$ cat src/rtl/xring_pkg.sv
package xring_pkg;

    localparam int unsigned SIDE_RD   = 0;
    localparam int unsigned SIDE_WR   = 1;
    localparam int unsigned NUM_SIDES = 2;

    typedef enum logic [1:0] {
        ST_IDLE = 2'd0,
        ST_RUN  = 2'd1,
        ST_BUSY = 2'd2
    } side_st_e;

    function automatic logic [31:0] min3(input logic [31:0] a,
                                         input logic [31:0] b,
                                         input logic [31:0] c);
        logic [31:0] m;
        m = (a < b) ? a : b;
        return (m < c) ? m : c;
    endfunction

endpackage

$ cat src/rtl/xring_side.sv
module xring_side
    import xring_pkg::*;
#(
    parameter int unsigned LW    = 16,
    parameter int unsigned BW    = 7,
    parameter int unsigned CW    = 16,
    parameter int unsigned MAXB  = 64,
    parameter bit          IS_WR = 1'b0
) (
    input  logic          clk,
    input  logic          rst,
    input  logic          cmd_valid,
    input  logic [LW-1:0] cmd_len,
    output logic          cmd_ready,
    output logic          cmd_done,
    input  logic [LW-1:0] cfg_size,
    input  logic [LW-1:0] fill,
    input  logic          grant,
    input  logic          burst_done,
    output logic          want,
    output logic [BW-1:0] blen,
    output logic [LW-1:0] pos,
    output logic [CW-1:0] stall_cnt
);

    side_st_e      st_q;
    logic [LW-1:0] rem_q;
    logic [LW-1:0] pos_q;
    logic [CW-1:0] cnt_q;
    logic          stalled_q;
    logic          done_q;

    logic [LW-1:0] to_end;
    logic [LW-1:0] avail;
    logic [31:0]   len32;
    logic [LW-1:0] pos_next;
    logic          fits;
    logic          blocked;

    always_comb begin
        to_end  = cfg_size - pos_q;
        len32   = min3(32'(rem_q), 32'(MAXB), 32'(to_end));
        avail   = IS_WR ? (cfg_size - fill) : fill;
        fits    = 32'(avail) >= len32;
        blocked = (st_q == ST_RUN) && !fits;
        pos_next = pos_q + LW'(len32);
        if (pos_next >= cfg_size) begin
            pos_next = '0;
        end
    end

    assign blen      = BW'(len32);
    assign want      = (st_q == ST_RUN) && fits;
    assign cmd_ready = (st_q == ST_IDLE);
    assign cmd_done  = done_q;
    assign pos       = pos_q;
    assign stall_cnt = cnt_q;

    always_ff @(posedge clk) begin
        if (rst) begin
            st_q      <= ST_IDLE;
            rem_q     <= '0;
            pos_q     <= '0;
            cnt_q     <= '0;
            stalled_q <= 1'b0;
            done_q    <= 1'b0;
        end else begin
            done_q <= 1'b0;
            case (st_q)
                ST_IDLE: begin
                    if (cmd_valid) begin
                        if (cmd_len == '0) begin
                            done_q <= 1'b1;
                        end else begin
                            rem_q <= cmd_len;
                            st_q  <= ST_RUN;
                        end
                    end
                end
                ST_RUN: begin
                    if (grant) begin
                        st_q <= ST_BUSY;
                    end
                end
                ST_BUSY: begin
                    if (burst_done) begin
                        rem_q <= rem_q - LW'(len32);
                        pos_q <= pos_next;
                        if (32'(rem_q) == len32) begin
                            done_q <= 1'b1;
                            st_q   <= ST_IDLE;
                        end else begin
                            st_q <= ST_RUN;
                        end
                    end
                end
                default: st_q <= ST_IDLE;
            endcase

            if (blocked && !stalled_q) begin
                stalled_q <= 1'b1;
                if (cnt_q != {CW{1'b1}}) begin
                    cnt_q <= cnt_q + 1'b1;
                end
            end else if (!blocked) begin
                stalled_q <= 1'b0;
            end
        end
    end

    // a continuing wait leaves the counter untouched
    p_stall_once_r7: assert property (@(posedge clk) disable iff (rst)
        blocked && stalled_q |=> $stable(cnt_q));

    // empty command finishes on the next edge without leaving idle
    p_zero_len_r10: assert property (@(posedge clk) disable iff (rst)
        (st_q == ST_IDLE) && cmd_valid && (cmd_len == '0) |=> cmd_done && (st_q == ST_IDLE));

    // a position always lies inside the window
    p_pos_range_r5: assert property (@(posedge clk) disable iff (rst)
        (cfg_size != '0) |-> (pos_q < cfg_size));

endmodule

$ cat src/rtl/xring_port.sv
module xring_port
    import xring_pkg::*;
#(
    parameter int unsigned AW = 24,
    parameter int unsigned LW = 16,
    parameter int unsigned BW = 7
) (
    input  logic          clk,
    input  logic          rst,
    input  logic [1:0]    want,
    input  logic [BW-1:0] rd_blen,
    input  logic [BW-1:0] wr_blen,
    input  logic [LW-1:0] rd_pos,
    input  logic [LW-1:0] wr_pos,
    input  logic [AW-1:0] cfg_base,
    input  logic          mem_done,
    output logic [1:0]    grant,
    output logic [1:0]    side_done,
    output logic          mem_req,
    output logic          mem_we,
    output logic [AW-1:0] mem_addr,
    output logic [BW-1:0] mem_len
);

    logic          busy_q;
    logic          we_q;
    logic          last_wr_q;
    logic [AW-1:0] addr_q;
    logic [BW-1:0] len_q;
    logic          pick_wr;
    logic          start;

    always_comb begin
        pick_wr = want[SIDE_WR] && (!want[SIDE_RD] || !last_wr_q);
        start   = !busy_q && (|want);
        grant   = '0;
        if (start) begin
            grant[SIDE_WR] = pick_wr;
            grant[SIDE_RD] = !pick_wr;
        end
        side_done = '0;
        if (busy_q && mem_done) begin
            side_done[SIDE_WR] = we_q;
            side_done[SIDE_RD] = !we_q;
        end
    end

    always_ff @(posedge clk) begin
        if (rst) begin
            busy_q    <= 1'b0;
            we_q      <= 1'b0;
            last_wr_q <= 1'b0;
            addr_q    <= '0;
            len_q     <= '0;
        end else if (start) begin
            busy_q    <= 1'b1;
            we_q      <= pick_wr;
            last_wr_q <= pick_wr;
            addr_q    <= cfg_base + AW'(pick_wr ? wr_pos : rd_pos);
            len_q     <= pick_wr ? wr_blen : rd_blen;
        end else if (busy_q && mem_done) begin
            busy_q <= 1'b0;
        end
    end

    assign mem_req  = busy_q;
    assign mem_we   = we_q;
    assign mem_addr = addr_q;
    assign mem_len  = len_q;

    // burst descriptor frozen until completion
    p_req_hold_r2: assert property (@(posedge clk) disable iff (rst)
        mem_req && !mem_done |=> mem_req && $stable(mem_addr) && $stable(mem_len) && $stable(mem_we));

    // a tie goes to the direction not served last
    p_alternate_r8: assert property (@(posedge clk) disable iff (rst)
        !busy_q && (want == 2'b11) |=> mem_req && (mem_we != $past(last_wr_q)));

endmodule

$ cat src/rtl/xring_level.sv
module xring_level #(
    parameter int unsigned LW = 16,
    parameter int unsigned BW = 7
) (
    input  logic          clk,
    input  logic          rst,
    input  logic [LW-1:0] cfg_size,
    input  logic          wr_done,
    input  logic          rd_done,
    input  logic [BW-1:0] wr_len,
    input  logic [BW-1:0] rd_len,
    output logic [LW-1:0] fill,
    output logic [LW-1:0] free
);

    logic [LW-1:0] fill_q;

    always_ff @(posedge clk) begin
        if (rst) begin
            fill_q <= '0;
        end else if (wr_done) begin
            fill_q <= fill_q + LW'(wr_len);
        end else if (rd_done) begin
            fill_q <= fill_q - LW'(rd_len);
        end
    end

    assign fill = fill_q;
    assign free = cfg_size - fill_q;

    // never more bytes held than the window size
    p_fill_bound_r6: assert property (@(posedge clk) disable iff (rst)
        fill_q <= cfg_size);

    // the level moves only on a burst completion
    p_fill_hold_r5: assert property (@(posedge clk) disable iff (rst)
        !wr_done && !rd_done |=> $stable(fill_q));

    // one completion at a time
    p_done_excl_r5: assert property (@(posedge clk) disable iff (rst)
        !(wr_done && rd_done));

endmodule

$ cat src/rtl/xring_fifo.sv
module xring_fifo
    import xring_pkg::*;
#(
    parameter int unsigned AW   = 24,
    parameter int unsigned LW   = 16,
    parameter int unsigned CW   = 16,
    parameter int unsigned MAXB = 64,
    localparam int unsigned BW  = $clog2(MAXB + 1)
) (
    input  logic          clk,
    input  logic          rst,
    input  logic [AW-1:0] cfg_base,
    input  logic [LW-1:0] cfg_size,
    input  logic          wr_cmd_valid,
    input  logic [LW-1:0] wr_cmd_len,
    output logic          wr_cmd_ready,
    output logic          wr_cmd_done,
    input  logic          wr_data_valid,
    input  logic [7:0]    wr_data,
    output logic          wr_data_ready,
    input  logic          rd_cmd_valid,
    input  logic [LW-1:0] rd_cmd_len,
    output logic          rd_cmd_ready,
    output logic          rd_cmd_done,
    output logic          rd_data_valid,
    output logic [7:0]    rd_data,
    output logic          mem_req,
    output logic          mem_we,
    output logic [AW-1:0] mem_addr,
    output logic [BW-1:0] mem_len,
    input  logic          mem_done,
    output logic          mem_wvalid,
    output logic [7:0]    mem_wdata,
    input  logic          mem_wready,
    input  logic          mem_rvalid,
    input  logic [7:0]    mem_rdata,
    output logic [LW-1:0] stat_fill,
    output logic [LW-1:0] stat_free,
    output logic [LW-1:0] stat_total,
    output logic [CW-1:0] stat_overflow,
    output logic [CW-1:0] stat_underrun
);

    logic [1:0]    cmd_valid;
    logic [1:0]    cmd_ready;
    logic [1:0]    cmd_done;
    logic [1:0]    want;
    logic [1:0]    grant;
    logic [1:0]    side_done;
    logic [LW-1:0] cmd_len [NUM_SIDES];
    logic [LW-1:0] pos     [NUM_SIDES];
    logic [BW-1:0] blen    [NUM_SIDES];
    logic [CW-1:0] scnt    [NUM_SIDES];
    logic          wr_owns;
    logic          rd_owns;

    assign cmd_valid[SIDE_WR] = wr_cmd_valid;
    assign cmd_valid[SIDE_RD] = rd_cmd_valid;
    assign cmd_len[SIDE_WR]   = wr_cmd_len;
    assign cmd_len[SIDE_RD]   = rd_cmd_len;

    for (genvar s = 0; s < NUM_SIDES; s++) begin : g_side
        xring_side #(
            .LW    (LW),
            .BW    (BW),
            .CW    (CW),
            .MAXB  (MAXB),
            .IS_WR (s == SIDE_WR)
        ) i_side (
            .clk        (clk),
            .rst        (rst),
            .cmd_valid  (cmd_valid[s]),
            .cmd_len    (cmd_len[s]),
            .cmd_ready  (cmd_ready[s]),
            .cmd_done   (cmd_done[s]),
            .cfg_size   (cfg_size),
            .fill       (stat_fill),
            .grant      (grant[s]),
            .burst_done (side_done[s]),
            .want       (want[s]),
            .blen       (blen[s]),
            .pos        (pos[s]),
            .stall_cnt  (scnt[s])
        );
    end

    xring_port #(
        .AW (AW),
        .LW (LW),
        .BW (BW)
    ) i_port (
        .clk       (clk),
        .rst       (rst),
        .want      (want),
        .rd_blen   (blen[SIDE_RD]),
        .wr_blen   (blen[SIDE_WR]),
        .rd_pos    (pos[SIDE_RD]),
        .wr_pos    (pos[SIDE_WR]),
        .cfg_base  (cfg_base),
        .mem_done  (mem_done),
        .grant     (grant),
        .side_done (side_done),
        .mem_req   (mem_req),
        .mem_we    (mem_we),
        .mem_addr  (mem_addr),
        .mem_len   (mem_len)
    );

    xring_level #(
        .LW (LW),
        .BW (BW)
    ) i_level (
        .clk      (clk),
        .rst      (rst),
        .cfg_size (cfg_size),
        .wr_done  (side_done[SIDE_WR]),
        .rd_done  (side_done[SIDE_RD]),
        .wr_len   (blen[SIDE_WR]),
        .rd_len   (blen[SIDE_RD]),
        .fill     (stat_fill),
        .free     (stat_free)
    );

    assign wr_owns       = mem_req && mem_we;
    assign rd_owns       = mem_req && !mem_we;
    assign mem_wvalid    = wr_data_valid && wr_owns;
    assign mem_wdata     = wr_data;
    assign wr_data_ready = mem_wready && wr_owns;
    assign rd_data_valid = mem_rvalid && rd_owns;
    assign rd_data       = mem_rdata;

    assign wr_cmd_ready  = cmd_ready[SIDE_WR];
    assign rd_cmd_ready  = cmd_ready[SIDE_RD];
    assign wr_cmd_done   = cmd_done[SIDE_WR];
    assign rd_cmd_done   = cmd_done[SIDE_RD];
    assign stat_total    = cfg_size;
    assign stat_overflow = scnt[SIDE_WR];
    assign stat_underrun = scnt[SIDE_RD];

    // burst length bounded and non-zero
    p_len_cap_r1: assert property (@(posedge clk) disable iff (rst)
        mem_req |-> (mem_len != '0) && (32'(mem_len) <= MAXB));

    // burst never runs past the window end
    p_no_cross_r1: assert property (@(posedge clk) disable iff (rst)
        mem_req |-> (32'(AW'(mem_addr - cfg_base)) + 32'(mem_len) <= 32'(cfg_size)));

    // a write burst starts only with room for it
    p_write_room_r3: assert property (@(posedge clk) disable iff (rst)
        $rose(mem_req) && mem_we |-> (32'(stat_free) >= 32'(mem_len)));

    // a read burst starts only with enough data held
    p_read_data_r4: assert property (@(posedge clk) disable iff (rst)
        $rose(mem_req) && !mem_we |-> (32'(stat_fill) >= 32'(mem_len)));

endmodule

$ cat config.mk
export PLATFORM = sky130hd
export DESIGN_NAME = xring_fifo
export DESIGN_NICKNAME = d
export VERILOG_FILES = /design/src/rtl/xring_pkg.sv /design/src/rtl/xring_side.sv /design/src/rtl/xring_port.sv /design/src/rtl/xring_level.sv /design/src/rtl/xring_fifo.sv
export SDC_FILE = /design/constraint.sdc
export NUM_CORES = 1
export LEC_CHECK = 0
export BUFFER_PORTS_ARGS = -buffer_cell sky130_fd_sc_hd__buf_2
export CAP_MARGIN = 10
export CORE_MARGIN = 5
export CORE_UTILIZATION = 50
export CTS_CLUSTER_SIZE = 8
export DETAILED_ROUTE_END_ITERATION = 7
export GPL_TIMING_DRIVEN = 0
export PLACE_DENSITY = 0.68
export SKIP_CTS_REPAIR_TIMING = 1
export SLEW_MARGIN = 0
export SYNTH_ARGS = -nofsm -noshare
export SYNTH_HDL_FRONTEND = slang
export SYNTH_HIERARCHICAL = 1
export SYNTH_SLANG_ARGS = --single-unit
$ cat constraint.sdc
create_clock -name clk -period 19 [get_ports clk]
set_input_delay 0.95 -clock clk [delete_from_list [all_inputs] [get_ports clk]]
set_output_delay 0.95 -clock clk [all_outputs]
set_load 0.05 [all_outputs]
==> out/metrics.csv, run 1 <==
stage;metric;value;unit
cts;clock sinks;153;
setup_path;worst path bufs/invs;5;
cells_and_area;Finished Cell Area;0.0194;sq mm
routing;drt total wl;55300;um
cells_and_area;fillers;3226;
placement;DP HPWL;44300;um
setup_path;r2r startpoint;g_side[0].i_side/pos[1];
cts;clk root buf;clkbuf_16;
timing;Tmin final;10.68;ns
logic_synthesis;largest cells by area after synthesis;ha_1, dfxtp_1, nor2_1, a21oi_1, xnor2_1;
cts;total CTS buffers;17;
timing;fmax;0.0937;GHz
placement;Placer Congestion;0.958;
routing;drt pass-1 iters;8;
timing;Fin. Hold Viols;0;
logic_synthesis;Synth top area share;18.4;%
power;Max VDD drop;0.0000924;V
cells_and_area;area grow syn2layout;13.5;%
logic_synthesis;post-synth top area cell;ha_1;
logic_synthesis;register bit total from synthesis;153;
die;Initial Util;50.9;%
routing;DR vias/cell;5.92;
cells_and_area;area of the multi-input gates;0.0128;sq mm
cts;clk slew on worst S/H paths;0.07;ns
setup_path;Worst Path Max Fanout;10;
power;Net Sw Frac;51.7;%
global_routing;wire length of the first global-routing pass;86100;um
logic_synthesis;Syn Area/Cell;7.69;sq um
cells_and_area;Nets;2832;
routing;Via Count;17384;
logic_synthesis;Seq/Total Area, Yosys;17.9;%
global_routing;GR Overflow Total;0;
timing;setup TNS;0;ns
timing;Final Max Tran Viols;0;
power;Sw Pwr;1.14;mW
flow_run;max cap viols;0;
timing;Slew HR;30.8;%
die;IO Pins;232;
setup_path;CP arrival;11.04;ns
setup_path;crit end category;register;
timing;period utilisation layout;56.2;%
logic_synthesis;cell with the most instances after synthesis;ha_1;
setup_path;crit-path max cell delay;0.80;ns
power;Pwr Density;113;mW/mm^2
timing;unrepaired setup endpoints after global routing;false;
global_routing;vias in the first global route;16343;
global_routing;initial antenna violation count;2;
logic_synthesis;Netlist cell types;105;
global_routing;GR Util All Layers;27.8;%
die;die width;195;um
global_routing;largest net degree at the start of global routing;17;
die;Core Box Area;0.0336;sq mm
die;Chip Height;195;um
timing;Worst-Margin Slew;1.03;ns
cells_and_area;layout cells sized above 1;14.5;%
logic_synthesis;Most used DFF post-synth;dfxtp_1;
setup_path;Critical Path RT;19.37;ns
die;Core Rows;67;
power;Pleak;8.92;nW
logic_synthesis;Netlist Area Pre-Place;0.0171;sq mm
cts;CTS tree;done;
routing;DRC Markers;0;
logic_synthesis;FFs w/ async S/R, synth;0;%
logic_synthesis;number of synthesized flops with an enable pin;0;
setup_path;Top cell by count, worst path;ha_1;
cts;deepest level of the CTS H-tree;4;
routing;initial drt markers;1417;
timing;number of setup violations in the final report;0;
power;sequential share of power;20.1;%
cts;Clock Latency Late Sink;0.46;ns
power;Power Internal;1.06;mW
placement;Buffers on Ports;215;
setup_path;slowest CP cell;a21boi_1;
status;outcome;complete, no violations;
die;die footprint;0.0380;sq mm
logic_synthesis;Commonest cells post-synth;ha_1, nor2_1, inv_1;
logic_synthesis;Synth Warn #;6;
routing;final antenna-violating net count;0;
power;power share of the clock group;16.6;%
power;Final Power;2.20;mW
power;Gate power share;63.3;%
hold_path;min-delay src;i_port/mem_addr[7];
timing;clock skew;0.0116;ns
logic_synthesis;Synth Instances;2224;
setup_path;critical path class;primary input to register;
cts;clock buffer depth;2;
routing;WL/cell;18.9;um
placement;placed inst area;0.0188;sq mm
setup_path;cell family contributing the most delay on the critical path;compound AO/OA/AOI/OAI gates;
cells_and_area;Antenna Cells;0;
setup_path;crit path launch type;primary input;
setup_path;crit path from;cfg_size[0];
cells_and_area;register area;0.00306;sq mm
hold_path;HP Class;register to register;
[kinds of logic after synthesis]
family | synth area share, %
multiplexers | 2.50
flip-flops | 17.9
buffers and inverters | 7.37
AND/OR/NAND/NOR | 20.5
XOR/XNOR | 6.91
adder cells (fa/ha/maj) | 19.5
other | 0.0439
AO/OA/AOI/OAI | 25.2
[per-stage QoR]
| stage | util, % | hold WS (ns) | cells | setup slack [ns] |
|---|---|---|---|---|
| finish | 57.7 | 0.453 | 2936 | 8.32 |
| detailed placement | 55.9 | 0.444 | 2904 | 7.98 |
| floorplan | - | 0.467 | 2240 | 10.24 |
| CTS | 57.7 | 0.453 | 2936 | 8.46 |
| global placement | 55.9 | 0.440 | 2903 | 7.79 |
| global route | 57.7 | 0.479 | 2936 | 7.50 |
[flip-flops by register name, summed over array words and instances (netlist names), 2 cells and up]
name	cells
g_side.i_side/pos	32
g_side.i_side/rem_q	32
g_side.i_side/stall_cnt	32
i_port/mem_addr	24
i_level/fill	16
i_port/mem_len	7
g_side.i_side/st_q	4
g_side.i_side/cmd_done	2
g_side.i_side/stalled_q	2
[power by group through the flow]
stage | sequential, mW | combinational, mW | clock (mW)
2_1_floorplan | 0.552 | 0.927 | 0
3_3_place_gp | 0.447 | 1.34 | 0
3_5_place_dp | 0.448 | 1.37 | 0
4_1_cts | 0.441 | 1.38 | 0.371
5_1_grt | 0.448 | 1.53 | 0.381
6_report | 0.442 | 1.39 | 0.364
[worst min-delay path, stage by stage (launching register included)]
cell and delay (ns):
dfxtp_1 0.31, nand2_1 0.05, a21oi_1 0.05
[layer usage]
metal	track usage [%]	vias up	routed length, um
li1	-	8515	-
met1	36.6	8183	24500
met2	46.0	584	25100
met3	5.12	100	4090
met4	9.21	2	1620
met5	0	-	13
[path summary, 6_finish.rpt]
check	slack, ns	end	cells past startpoint
worst max-delay path	8.32	i_port/mem_addr[23]	38
worst min-delay path	0.45	i_port/mem_addr[7]	2
worst max register to register	8.57	i_port/mem_addr[23]	36
worst min register to register	0.45	i_port/mem_addr[7]	2
[layout by cell type, fill, tap and decap left out, types with 74 or more instances in the layout]
cell type and instances:
ha_1 251, nor2_1 231, buf_2 222, inv_1 199, a21oi_1 164, dfxtp_1 153
nand2_1 140, o21ai_0 110, xnor2_1 93, a21o_1 74
[layout make-up]
| class | count | area share [%] |
|---|---|---|
| Inverter | 200 | 3.87 |
| Clock buffer | 17 | 2.19 |
| Buffer | 98 | 2.62 |
| Sequential cell | 153 | 15.8 |
| Multi-Input combinational cell | 1789 | 66.2 |
| Timing Repair Buffer | 216 | 5.57 |
| Tap cell | 448 | 2.89 |
| Clock inverter | 15 | 0.916 |
(Power assumes the default switching activity.)
==> run 2, diff against run 1 <==
==> constraint.sdc (replaced) <==
create_clock -name clk -period 10.5 [get_ports clk]
set_input_delay 0.525 -clock clk [delete_from_list [all_inputs] [get_ports clk]]
set_output_delay 0.525 -clock clk [all_outputs]
set_load 0.05 [all_outputs]
==> out/metrics.csv, run 2 (same netlist as run 1, synthesis figures left out) <==
stage;metric;value;unit
status;outcome;complete, no violations;
routing;drt pass-1 iters;6;
power;power share of the clock group;16.5;%
placement;DP HPWL;44300;um
setup_path;r2r startpoint;g_side[0].i_side/pos[1];
setup_path;flop2flop setup slack;0.81;ns
cells_and_area;area grow syn2layout;13.6;%
timing;setup TNS;0;ns
global_routing;vias in the first global route;16343;
setup_path;slowest CP cell;o21ai_0;
cts;total CTS buffers;17;
die;Initial Util;50.9;%
routing;DR vias/cell;5.93;
power;Sw Pwr;2.06;mW
timing;unrepaired setup endpoints after global routing;false;
cells_and_area;layout cells sized above 1;14.6;%
timing;Final Max Tran Viols;0;
setup_path;cell family contributing the most delay on the critical path;compound AO/OA/AOI/OAI gates;
power;Gate power share;63.3;%
power;Pleak;8.92;nW
global_routing;GR Overflow Total;0;
setup_path;crit end category;register;
timing;Slew HR;30.4;%
power;Max VDD drop;0.000168;V
cells_and_area;area of the multi-input gates;0.0128;sq mm
cts;clk slew on worst S/H paths;0.07;ns
setup_path;Worst Path Max Fanout;10;
setup_path;crit path capture;i_port/mem_addr[23];
die;Core Box Area;0.0336;sq mm
cells_and_area;post-layout util;57.8;%
placement;Placed Instances;2904;
placement;Buffers on Ports;215;
setup_path;worst path bufs/invs;5;
setup_path;CP arrival;10.05;ns
cells_and_area;most frequent cells in the layout;ha_1, nor2_1, buf_2;
power;Final Power;3.98;mW
die;Chip Height;195;um
cells_and_area;Nets;2832;
routing;DRC Markers;0;
timing;Fin. Hold Viols;0;
timing;Worst-Margin Slew;1.04;ns
power;Power Internal;1.93;mW
cts;deepest level of the CTS H-tree;4;
timing;final worst slack;0.812;ns
cells_and_area;commonest non-fill, non-tap cell in the layout;ha_1;
routing;drt total wl;55400;um
setup_path;critical path class;register to register;
global_routing;wire length of the first global-routing pass;86100;um
setup_path;capturing point of the worst reg2reg path;i_port/mem_addr[23];
cells_and_area;fillers;3226;
die;die width;195;um
routing;final antenna-violating net count;0;
cells_and_area;final std cells w/o fill;2936;
placement;Placer Congestion;0.958;
timing;clock skew;0.0116;ns
setup_path;crit path from;g_side[0].i_side/pos[1];
cells_and_area;Antenna Cells;0;
die;IO Pins;232;
routing;Via Count;17402;
timing;fmax;0.103;GHz
setup_path;Top cell by count, worst path;ha_1;
global_routing;initial antenna violation count;2;
cts;Clock Latency Late Sink;0.46;ns
hold_path;HP Class;primary input to register;
power;Pwr Density;205;mW/mm^2
cts;CTS tree;done;
setup_path;crit path launch type;register;
setup_path;reg2reg path depth;35;
setup_path;crit-path max cell delay;0.75;ns
cells_and_area;register area;0.00306;sq mm
cts;clock sinks;153;
die;Core Rows;67;
cts;clk root buf;clkbuf_16;
power;sequential share of power;20.1;%
setup_path;Critical Path Stages;35;
global_routing;largest net degree at the start of global routing;17;
setup_path;Critical Path RT;10.87;ns
flow_run;max cap viols;0;
placement;DP Worst Slack;-0.0923;ns
global_routing;GR Util All Layers;27.8;%
die;die footprint;0.0380;sq mm
power;Net Sw Frac;51.7;%
routing;initial drt markers;1387;
timing;number of setup violations in the final report;0;
timing;Tmin final;9.69;ns
routing;WL/cell;18.9;um
timing;period utilisation layout;92.3;%
cts;clock buffer depth;2;
==> run 2: cell counts in the layout (fill, tap and decap cells not counted) <==
No cell type changed its count.
==> run 2: through the flow <==
step,cell area [sq um],hold slack (ns)
after CTS,19400,0.322
final,19400,0.350
after global routing,19400,0.347
after global placement,18800,0.440
after floorplan,17200,0.467
after detailed placement,18800,0.444
==> run 2: final cells by class <==
| class | count | share of cell area, % |
|---|---|---|
| buffer | 98 | 2.63 |
| clock buffer | 17 | 2.19 |
| clock inverter | 15 | 0.915 |
| inverter | 200 | 3.87 |
| multi-input combinational | 1789 | 66.2 |
| sequential | 153 | 15.8 |
| tap | 448 | 2.89 |
| timing repair buffer | 216 | 5.57 |
==> run 2: worst min path at each step <==
stage,from,endpoint,slack [ns],cells after the start
floorplan,g_side[0].i_side/rem_q[7],g_side[0].i_side/rem_q[7],0.47,2
global placement,i_port/mem_addr[6],i_port/mem_addr[6],0.44,2
detailed placement,i_port/mem_addr[7],i_port/mem_addr[7],0.44,2
CTS,rd_cmd_valid,g_side[0].i_side/cmd_done,0.32,3
global route,rd_cmd_valid,g_side[0].i_side/cmd_done,0.35,3
finish,wr_cmd_valid,g_side[1].i_side/cmd_done,0.35,3
==> run 2: routing by layer <==
| layer | vias to the layer above | track usage, % | routed length, um |
|---|---|---|---|
| met1 | 8182 | 36.6 | 24600 |
| met5 | - | 0 | 13 |
| li1 | 8513 | - | - |
| met2 | 604 | 46.0 | 25200 |
| met3 | 101 | 5.12 | 4090 |
| met4 | 2 | 9.21 | 1590 |
==> run 2: worst reg2reg max path: cells and delay by family, from the launching register on <==
kind | cells | cell delay [ns]
AO/OA/AOI/OAI | 15 | 4.39
AND/OR/NAND/NOR | 9 | 1.82
adder cells (fa/ha/maj) | 4 | 1.18
buffers and inverters | 5 | 1.10
flip-flops | 1 | 0.45
multiplexers | 1 | 0.36
XOR/XNOR | 1 | 0.28
==> run 2: power groups by stage <==
| stage | clock [mW] | combinational (mW) | sequential, mW |
|---|---|---|---|
| after global placement | 0 | 2.43 | 0.809 |
| final | 0.659 | 2.52 | 0.801 |
| after global routing | 0.689 | 2.77 | 0.811 |
| after CTS | 0.671 | 2.49 | 0.799 |
| after floorplan | 0 | 1.68 | 0.999 |
| after detailed placement | 0 | 2.48 | 0.811 |
